==> src/rtl/wp_pkg.sv <==
package wp_pkg;

  typedef struct packed {
    logic       wpen;
    logic [1:0] bl;
  } nv_t;

  typedef enum logic [2:0] {
    OP_NONE,
    OP_SET_WE,
    OP_CLR_WE,
    OP_SET_UNLK,
    OP_NV_START
  } wr_op_e;

  localparam logic [7:0] BYTE_SET_WE   = 8'h02;
  localparam logic [7:0] BYTE_SET_UNLK = 8'h06;
  localparam logic [7:0] BYTE_CLR_WE   = 8'h00;

endpackage

==> src/rtl/wp_latch_fsm.sv <==
module wp_latch_fsm
  import wp_pkg::*;
#(
  parameter logic [2:0] INIT_NV = 3'b000
) (
  input  logic       clk,
  input  logic       rst,
  input  logic       acc,
  input  logic [7:0] data,
  input  logic       stop,
  input  logic       wp_pin,
  input  logic       commit,
  output logic       wel,
  output logic       rwel,
  output nv_t        nv,
  output logic       start_nv
);

  nv_t    pend_q;
  wr_op_e op;
  logic   step3_form;
  logic   locked;

  assign step3_form = (data[6:5] == 2'b00) && (data[1:0] == 2'b10);
  assign locked     = wp_pin & nv.wpen;

  always_comb begin
    op = OP_NONE;
    if (acc) begin
      if (rwel) begin
        if (step3_form && !data[2] && stop && !locked)
          op = OP_NV_START;
      end else begin
        if (data == BYTE_SET_WE)
          op = OP_SET_WE;
        else if (data == BYTE_CLR_WE)
          op = OP_CLR_WE;
        else if (data == BYTE_SET_UNLK && wel)
          op = OP_SET_UNLK;
      end
    end
  end

  assign start_nv = (op == OP_NV_START);

  always_ff @(posedge clk) begin
    if (rst) begin
      wel    <= 1'b0;
      rwel   <= 1'b0;
      nv     <= nv_t'(INIT_NV);
      pend_q <= nv_t'(INIT_NV);
    end else begin
      unique case (op)
        OP_SET_WE:   wel  <= 1'b1;
        OP_CLR_WE:   wel  <= 1'b0;
        OP_SET_UNLK: rwel <= 1'b1;
        OP_NV_START: pend_q <= '{wpen: data[7], bl: data[4:3]};
        default: ;
      endcase
      if (commit) begin
        nv   <= pend_q;
        rwel <= 1'b0;
      end
    end
  end


  rwel_implies_wel_chk: assert property (@(posedge clk) disable iff (rst)
    rwel |-> wel);


  nv_hold_chk: assert property (@(posedge clk) disable iff (rst)
    !commit |=> $stable(nv));


  lock_blocks_start_chk: assert property (@(posedge clk) disable iff (rst)
    start_nv |-> !(wp_pin && nv.wpen));

endmodule

==> src/rtl/wp_cycle_timer.sv <==
module wp_cycle_timer #(
  parameter int TWC = 20
) (
  input  logic clk,
  input  logic rst,
  input  logic start,
  output logic busy,
  output logic done
);

  localparam int CW = (TWC < 2) ? 1 : $clog2(TWC + 1);

  logic [CW-1:0] cnt_q;

  assign done = busy && (cnt_q == '0);

  always_ff @(posedge clk) begin
    if (rst) begin
      busy  <= 1'b0;
      cnt_q <= '0;
    end else if (start) begin
      busy  <= 1'b1;
      cnt_q <= CW'(TWC - 1);
    end else if (done) begin
      busy  <= 1'b0;
    end else if (busy) begin
      cnt_q <= cnt_q - 1'b1;
    end
  end


  start_sets_busy_chk: assert property (@(posedge clk) disable iff (rst)
    start |=> busy);


  done_clears_busy_chk: assert property (@(posedge clk) disable iff (rst)
    done |=> !busy);

endmodule

==> src/rtl/wp_block_guard.sv <==
module wp_block_guard #(
  parameter int ARRAY_W = 12
) (
  input  logic               clk,
  input  logic               rst,
  input  logic [1:0]         bl,
  input  logic               wel,
  input  logic               busy,
  input  logic               req,
  input  logic [ARRAY_W-1:0] addr,
  output logic               grant,
  output logic               prot
);

  localparam int TOP = ARRAY_W - 1;

  logic hit;

  always_comb begin
    unique case (bl)
      2'b00:   hit = 1'b0;
      2'b01:   hit = addr[TOP] & addr[TOP-1];
      2'b10:   hit = addr[TOP];
      default: hit = 1'b1;
    endcase
  end

  always_ff @(posedge clk) begin
    if (rst) begin
      grant <= 1'b0;
      prot  <= 1'b0;
    end else begin
      prot  <= req & hit;
      grant <= req & wel & ~busy & ~hit;
    end
  end


  full_lock_chk: assert property (@(posedge clk) disable iff (rst)
    (req && bl == 2'b11) |=> (prot && !grant));


  no_grant_wo_wel_chk: assert property (@(posedge clk) disable iff (rst)
    !wel |=> !grant);

endmodule

==> src/rtl/wp_unlock_ctrl.sv <==
module wp_unlock_ctrl
  import wp_pkg::*;
#(
  parameter int         ADDR_W  = 16,
  parameter int         ARRAY_W = 12,
  parameter int         TWC     = 20,
  parameter logic [2:0] INIT_NV = 3'b000
) (
  input  logic               clk,
  input  logic               rst,
  input  logic               txn_valid,
  input  logic [ADDR_W-1:0]  txn_addr,
  input  logic [7:0]         txn_data,
  input  logic               txn_stop,
  input  logic               wp_pin,
  input  logic               arr_wr_req,
  input  logic [ARRAY_W-1:0] arr_addr,
  output logic               txn_ack,
  output logic               busy,
  output logic               wel,
  output logic               rwel,
  output logic               wpen,
  output logic [1:0]         bl,
  output logic               arr_wr_grant,
  output logic               arr_protected
);

  localparam logic [ADDR_W-1:0] REG_ADDR = '1;

  logic accept;
  logic reg_acc;
  logic start_nv;
  logic commit;
  nv_t  nv;

  assign accept  = txn_valid & ~busy;
  assign reg_acc = accept & (txn_addr == REG_ADDR);

  always_ff @(posedge clk) begin
    if (rst) txn_ack <= 1'b0;
    else     txn_ack <= accept;
  end

  wp_latch_fsm #(.INIT_NV(INIT_NV)) i_fsm (
    .clk     (clk),
    .rst     (rst),
    .acc     (reg_acc),
    .data    (txn_data),
    .stop    (txn_stop),
    .wp_pin  (wp_pin),
    .commit  (commit),
    .wel     (wel),
    .rwel    (rwel),
    .nv      (nv),
    .start_nv(start_nv)
  );

  wp_cycle_timer #(.TWC(TWC)) i_timer (
    .clk  (clk),
    .rst  (rst),
    .start(start_nv),
    .busy (busy),
    .done (commit)
  );

  wp_block_guard #(.ARRAY_W(ARRAY_W)) i_guard (
    .clk  (clk),
    .rst  (rst),
    .bl   (nv.bl),
    .wel  (wel),
    .busy (busy),
    .req  (arr_wr_req),
    .addr (arr_addr),
    .grant(arr_wr_grant),
    .prot (arr_protected)
  );

  assign wpen = nv.wpen;
  assign bl   = nv.bl;


  busy_nack_chk: assert property (@(posedge clk) disable iff (rst)
    (txn_valid && busy) |=> !txn_ack);

endmodule

==> config.mk <==
export PLATFORM = sky130hd
export DESIGN_NAME = wp_unlock_ctrl
export DESIGN_NICKNAME = d
export VERILOG_FILES = /design/src/rtl/wp_pkg.sv /design/src/rtl/wp_latch_fsm.sv /design/src/rtl/wp_cycle_timer.sv /design/src/rtl/wp_block_guard.sv /design/src/rtl/wp_unlock_ctrl.sv
export SDC_FILE = /design/constraint.sdc
export NUM_CORES = 1
export LEC_CHECK = 0
export ABC_AREA = 0
export BUFFER_PORTS_ARGS = -buffer_cell sky130_fd_sc_hd__buf_2
export CAP_MARGIN = 20
export CORE_MARGIN = 2
export CORE_UTILIZATION = 41
export CTS_CLUSTER_SIZE = 16
export DETAILED_ROUTE_END_ITERATION = 10
export GPL_TIMING_DRIVEN = 0
export PLACE_DENSITY = 0.81
export SYNTH_ARGS = -nofsm -noshare
export SYNTH_HDL_FRONTEND = slang
export SYNTH_SLANG_ARGS = --single-unit
==> constraint.sdc <==
create_clock -name clk -period 2 [get_ports clk]
set_clock_uncertainty 0.2 [all_clocks]
set_input_delay 0.2 -clock clk [delete_from_list [all_inputs] [get_ports clk]]
set_output_delay 0.2 -clock clk [all_outputs]
set_load 0.05 [all_outputs]
==> flow_summary.yaml, run 1 <==
outcome:
  run_status: "finished, final reports clean"
floorplanning:
  rows: 16
  floorplan.initialDensity_pct: 43.2
  die_y_um: 49.3
  top_level_ports: 51
  chipWidth_um: 49.3
  core_area_mm2: 0.00194
  fp.dieArea_mm2: 0.00243
critical_path:
  worst-setup-path-type: "flop to flop"
  timing.critical_path.required_ns: 2.02
  kind_of_launch_point_of_the_worst_setup_path: "flop"
  worst_reg2reg_path_length_in_cells: 6
  worstPathArrival_ns: 1.93
  endpoint_kind: "flop"
  critical_path_peak_fanout: 3
yosys:
  yosys.area_share.xor_xnor_pct: 3.13
  yosys_synthesis_warning_count: 0
  synth.area.top_cells: "dfxtp_1, nand2b_1, nand4b_4, a21oi_1, mux2i_1"
  ys_seq_elements: 17
  synth_largest_type_area_fraction_pct: 40.5
  synthesized_area_fraction_occupied_by_adder_cells_pct: 1.49
  yosysSeqAreaShare_pct: 40.5
  syn_inst: 86
  synthesis.area_per_instance_um2: 9.76
  synth-simple-area-share_pct: 36.2
  syn_nets: 129
  synthDistinctLibCells: 29
  synth_top_family_by_area: "simple AND/OR/NAND/NOR gates"
  synth.area.mux_share_pct: 4.92
  fraction_of_the_mapped_netlist_area_in_compound_gates_pct: 11.0
  synthDominantAreaCellType: "dfxtp_1"
  netlist_area_um2: 840
sta:
  timing.final.setup_violations: 0
  layout_min_cycle_time_ns: 1.92
  min_period_over_period_pct: 95.8
  final_max_slew_viol_count: 0
  fmax_ghz: 0.522
  timing_worst_slew_pin_value_ns: 0.458
  hold_viol_final: 0
  slew-limit-headroom_pct: 69.5
global_route:
  overflow: 0
  via_count_of_the_first_global_routing_pass: 872
  track_usage_pct: 18.2
  grt_start_max_net_pins: 11
  grt_first_pass_wirelength_um: 3460
  grt_antenna_before_repair: 0
clock_network:
  cts_buffer_depth: 2
  clk_root_buffer_cell: "clkbuf_4"
  clk_latency_ns: 0.29
  cts_post_setup_buffers_inserted: 0
  cts.sink_count: 17
  worst_setup_hold_path_clk_slew_ns: 0.10
  cts_max_level: 1
  cts_buffers: 3
  cts_tree: "built"
power_and_ir_drop:
  ir_drop_uv: 392
  cellLeakagePower_nw: 0.552
  p_per_area_mw_per_mm2: 503
routing:
  total_wirelength_um: 1990
  via_per_inst: 5.05
  post-route-drc-count: 0
  wire_per_inst_um: 12.2
  drtPass1Iterations: 4
  drt_iter0_drc: 19
  detailroute.via_count: 823
  final_antenna_net_count: 0
layout:
  post_layout_nonfiller_instances: 163
  syn_to_final_growth_pct: 39.3
  postLayoutCoreUtil_pct: 60.2
  diodes_inserted: 0
  fin_area_mm2: 0.00117
  drive_above_1_share_pct: 39.7
  nets: 180
hold_path:
  holdCritPathClass: "primary input to flop"
  hold_depth: 3
place:
  post-place-cells: 152
  placed_area_mm2: 0.00107
  dp_hpwl_um: 1540
  port_buffers: 39
  gp_routability_congestion: 0.715
job:
  max_cap_viol_count: 0
[cells in the final DEF (no fill, tap or decap), drive strengths merged]
cell and count:
buf 39, dfxtp 17, a21oi 9, nand2b 8
dlygate4sd3 7, nand2 6, clkbuf 6, inv 4
o21ai 4, nand4 4, nor2 3, nand3 3
xnor2 3, mux2i 3, nor3 3, nand4b 2
and3b 2, nor4 2, nand3b 1, and3 1
or4b 1, mux2 1, nand4bb 1, a211oi 1
and4 1, a31oi 1, nor3b 1, a31o 1
ha 1
[area by class of cell]
| class | count | area [um2] |
|---|---|---|
| multi-input cells | 63 | 482 |
| plain buffers | 2 | 7.51 |
| clock buffers | 4 | 26.3 |
| repair buffers | 46 | 265 |
| fillers | 176 | 772 |
| flip-flops and latches | 17 | 340 |
| well taps | 27 | 33.8 |
| inverters | 4 | 15.0 |
[metal layers]
layer	track usage [%]	share of wire, %
met5	0	0
met4	4.76	0.50
met3	6.13	5.3
met2	33.8	54
met1	19.4	40
[logic make-up (layout without fill, tap and decap cells)]
kind of cell / after synthesis / after routing
compound gates: 16 / 16
xor+xnor: 3 / 3
fa+ha+maj: 1 / 1
buf+inv: 6 / 56
flops: 17 / 17
mux: 4 / 4
simple gates: 39 / 39
[final timing paths]
kind,startpoint,to,slack [ns]
worst max-delay path,i_timer.cnt_q[0],i_timer.cnt_q[1],0.08
worst min-delay path,arr_addr[11],i_guard.prot,0.005
worst max register to register,i_timer.cnt_q[0],i_timer.cnt_q[1],0.08
worst min register to register,i_fsm.pend_q[0],i_fsm.nv[0],0.27
[synthesized netlist by cell type]
| library cell | instances |
|---|---|
| nand4b_4 | 2 |
| nand4_4 | 1 |
| nor2_1 | 3 |
| dfxtp_1 | 17 |
| nand4bb_1 | 1 |
| xnor2_1 | 3 |
| a211oi_2 | 1 |
| or4b_4 | 1 |
| nand2b_1 | 8 |
| nand2_1 | 6 |
| nor4_4 | 1 |
| ha_1 | 1 |
| nor3b_1 | 1 |
| mux2_2 | 1 |
| a31oi_1 | 1 |
| and3_1 | 1 |
| a21oi_1 | 9 |
| nand3b_1 | 1 |
| nor4_1 | 1 |
| o21ai_0 | 4 |
| mux2i_1 | 3 |
| nand3_1 | 3 |
| inv_1 | 4 |
| nor3_1 | 3 |
| and4_1 | 1 |
| a31o_2 | 1 |
| nand4_1 | 3 |
| and3b_2 | 2 |
| clkbuf_1 | 2 |
[worst max-delay path, stage by stage, from the launching register on]
cell and delay, ns:
dfxtp_1 0.32, inv_1 0.09, ha_2 0.19, or4b_4 0.49, nand2_2 0.11, mux2_2 0.33
a21oi_1 0.13
[where the power goes]
group          switching (W)   total, W  internal (W)  leakage, nW
Sequential       0.000000170   0.000339      0.000339        0.137
Combinational      0.0000305  0.0000706     0.0000401        0.400
Clock               0.000101   0.000179     0.0000775       0.0150
[what timing repair did]
item | in CTS | in global routing
resized for setup | 0 | 2
hold endpoints to repair | 7 | 0
endpoints found under the setup margin | 0 | 1
hold buffers | 7 | 0
[through the flow]
stage | power [W] | worst slack [ns] | setup TNS [ns] | hold WS (ns)
CTS | 0.000593 | 0.0527 | 0 | 0.0106
finish | 0.000589 | 0.0844 | 0 | 0.00520
global route | 0.000613 | -0.000114 | -0.000114 | 0.0230
detailed placement | 0.000408 | 0.0732 | 0 | 0.251
global placement | 0.000406 | 0.133 | 0 | 0.243
floorplan | 0.000370 | 0.165 | 0 | 0.151
[sequential cells by signal, summed over array words and instances (netlist names)]
signal and flops:
i_guard.prot 1, i_fsm.wel 1, i_timer.cnt_q 5, i_guard.grant 1, i_timer.busy 1, i_fsm.nv 3
i_fsm.pend_q 3, txn_ack 1, i_fsm.rwel 1
Power figures use the tool's default switching activity.
==> run 2, diff against run 1 <==
CORE_MARGIN = default   (was 2)
CORE_UTILIZATION = 37   (was 41)
PLACE_DENSITY = 0.77   (was 0.81)
clock period = 1.6 ns   (was 2 ns; I/O delays follow)
==> run 2 against run 1 <==
Net effect: the flow now finishes with violations (negative hold slack, negative setup slack); register-to-register slack lost 0.27 ns; critical path depth is the same; highest routed layer unchanged; combinational power up 32%; largest cell class unchanged; cell area increased by 11%; clock power is 25% higher; count of clock-buffer cells in the layout unchanged; largest power group unchanged.
==> flow_summary.yaml, run 2 (same netlist as run 1, synthesis figures left out) <==
outcome:
  run_status: "complete, but fails checks"
  failed_checks: "negative hold slack, negative setup slack"
routing:
  total_wirelength_um: 2290
  via_per_inst: 5.13
  post-route-drc-count: 0
  detailroute.via_count: 878
  final_antenna_net_count: 0
  routed-wl-met3_um: 100
  drt_iter0_drc: 14
  met2WireLength_um: 1250
  drtPass1Iterations: 4
  maxUsedRoutingLayer: "met4"
  wirelength_met1_um: 926
  wire_per_inst_um: 13.4
power_and_ir_drop:
  clockPowerShare_pct: 30.3
  ir_drop_uv: 483
  p_sw_share_pct: 22.8
  combinationalPowerShare_pct: 12.6
  p_seq_share_pct: 57.1
  cell_internal_pwr_w: 0.000571
  cellLeakagePower_nw: 0.620
  power.net_switching_w: 0.000169
  p_per_area_mw_per_mm2: 571
global_route:
  grt_start_max_net_pins: 11
  grt_antenna_before_repair: 0
  overflow: 0
  track_usage_pct: 19.5
  grt_first_pass_wirelength_um: 3630
  via_count_of_the_first_global_routing_pass: 814
layout:
  layout.cells.most_common: "buf_2"
  regMostFlops: "i_timer.cnt_q"
  flip_flop_count_of_the_largest_register_after_layout: 5
  nets: 188
  diodes_inserted: 0
  fin_area_mm2: 0.00129
  drive_above_1_share_pct: 50.0
  syn_to_final_growth_pct: 54.2
  post_layout_nonfiller_instances: 171
  leading_cell_types_in_the_layout_fill_and_taps_excluded: "buf_2, dfxtp_1, nand2b_1, a21oi_1, dlygate4sd3_1"
  layout_top_registers: "i_timer.cnt_q: 5 flops, i_fsm.nv: 3 flops, i_fsm.pend_q: 3 flops"
clock_network:
  cts.sink_count: 17
  cts_max_level: 1
  cts_buffers: 3
  worst_setup_hold_path_clk_slew_ns: 0.09
  clk_root_buffer_cell: "clkbuf_4"
  clk_latency_ns: 0.29
  cts_tree: "built"
  cts_buffer_depth: 2
sta:
  min_period_over_period_pct: 112
  layout_min_cycle_time_ns: 1.79
  timing_worst_slew_pin_value_ns: 0.486
  timing.final.setup_violations: 4
  final_max_slew_viol_count: 0
  fmax_ghz: 0.560
  hold_slack_ns: -0.0292
  hold_viol_final: 2
  slew-limit-headroom_pct: 67.6
  rsz0062_at_grt: "true"
  setup_slack_ns: -0.186
critical_path:
  cp.buffers_inverters: 1
  kind_of_launch_point_of_the_worst_setup_path: "flop"
  worstPathArrival_ns: 1.81
  cpPeakStageDelay_ns: 0.49
  r2r_start: "i_timer.cnt_q[0]"
  timing.critical_path.depth: 6
  slowest_stage: "or4b_4"
  critical_path_peak_fanout: 3
  worst-setup-path-type: "flop to flop"
  start_point_of_the_critical_path: "i_timer.cnt_q[0]"
  endpoint_kind: "flop"
  crit_family: "simple AND/OR/NAND/NOR gates"
  worst_reg2reg_path_length_in_cells: 6
  timing.critical_path.required_ns: 1.62
  series_of_cell_instances_along_the_critical_path: "inv_2 -> ha_4 -> or4b_4 -> nand2_4 -> mux2_4 -> a21oi_2"
place:
  pre_cts_slack_ns: -0.178
  placed_area_mm2: 0.00110
  dp_hpwl_um: 1590
  gp_routability_congestion: 0.704
  post-place-cells: 152
  port_buffers: 39
floorplanning:
  rows: 16
  floorplan.initialDensity_pct: 41.1
  chipWidth_um: 49.6
  core_area_mm2: 0.00204
  die_y_um: 49.6
  top_level_ports: 51
  fp.dieArea_mm2: 0.00246
hold_path:
  holdCritPathClass: "primary input to flop"
  hold_depth: 3
  min_from: "arr_addr[11]"
job:
  max_cap_viol_count: 0
==> run 2: final cells by class <==
cell class,count,area [um2]
Timing Repair Buffer,53,320
Clock buffer,4,26.3
Buffer,2,7.51
Multi-Input combinational cell,64,544
Inverter,4,15.0
Tap cell,27,33.8
Fill cell,196,747
Sequential cell,17,348
==> run 2: worst min-delay path, cell delays in order <==
cell     delay (ns)
buf_2          0.10
nand3_1        0.09
a21oi_1        0.06
==> run 2: final timing paths <==
path / end / slack (ns)
worst max-delay path: i_timer.cnt_q[1] / -0.19
worst min-delay path: i_guard.prot / -0.03
worst max register to register: i_timer.cnt_q[1] / -0.19
worst min register to register: i_fsm.nv[2] / 0.27
==> run 2: repair_timing <==
item                                   CTS  global route
resized for setup                        7             3
endpoints found under the hold margin    7             0
setup endpoints to repair                7            12
hold buffers                             9             0
gates cloned                             0             1
pin swaps                                3             3
setup buffers                            4             2
==> run 2: power by group through the flow <==
stage / clock network (W) / logic, W / registers (W)
finish: 0.000224 / 0.0000931 / 0.000422
global route: 0.000251 / 0.000101 / 0.000423
CTS: 0.000226 / 0.0000924 / 0.000424
detailed placement: 0 / 0.0000768 / 0.000434
global placement: 0 / 0.0000737 / 0.000434
floorplan: 0 / 0.0000237 / 0.000439
==> run 2: routing by layer <==
layer	global-route usage, %	vias up
met1	22.2	419
met3	6.17	2
li1	-	433
met5	0	-
met2	35.4	24
met4	3.81	0
==> run 2: through the flow <==
stage / util, % / total power [W] / TNS (ns)
after global routing: 63.4 / 0.000775 / -0.749
after global placement: 53.7 / 0.000508 / -0.396
final: 63.4 / 0.000740 / -0.551
after floorplan: - / 0.000463 / -0.172
after detailed placement: 53.7 / 0.000511 / -0.553
after CTS: 62.2 / 0.000742 / -0.542
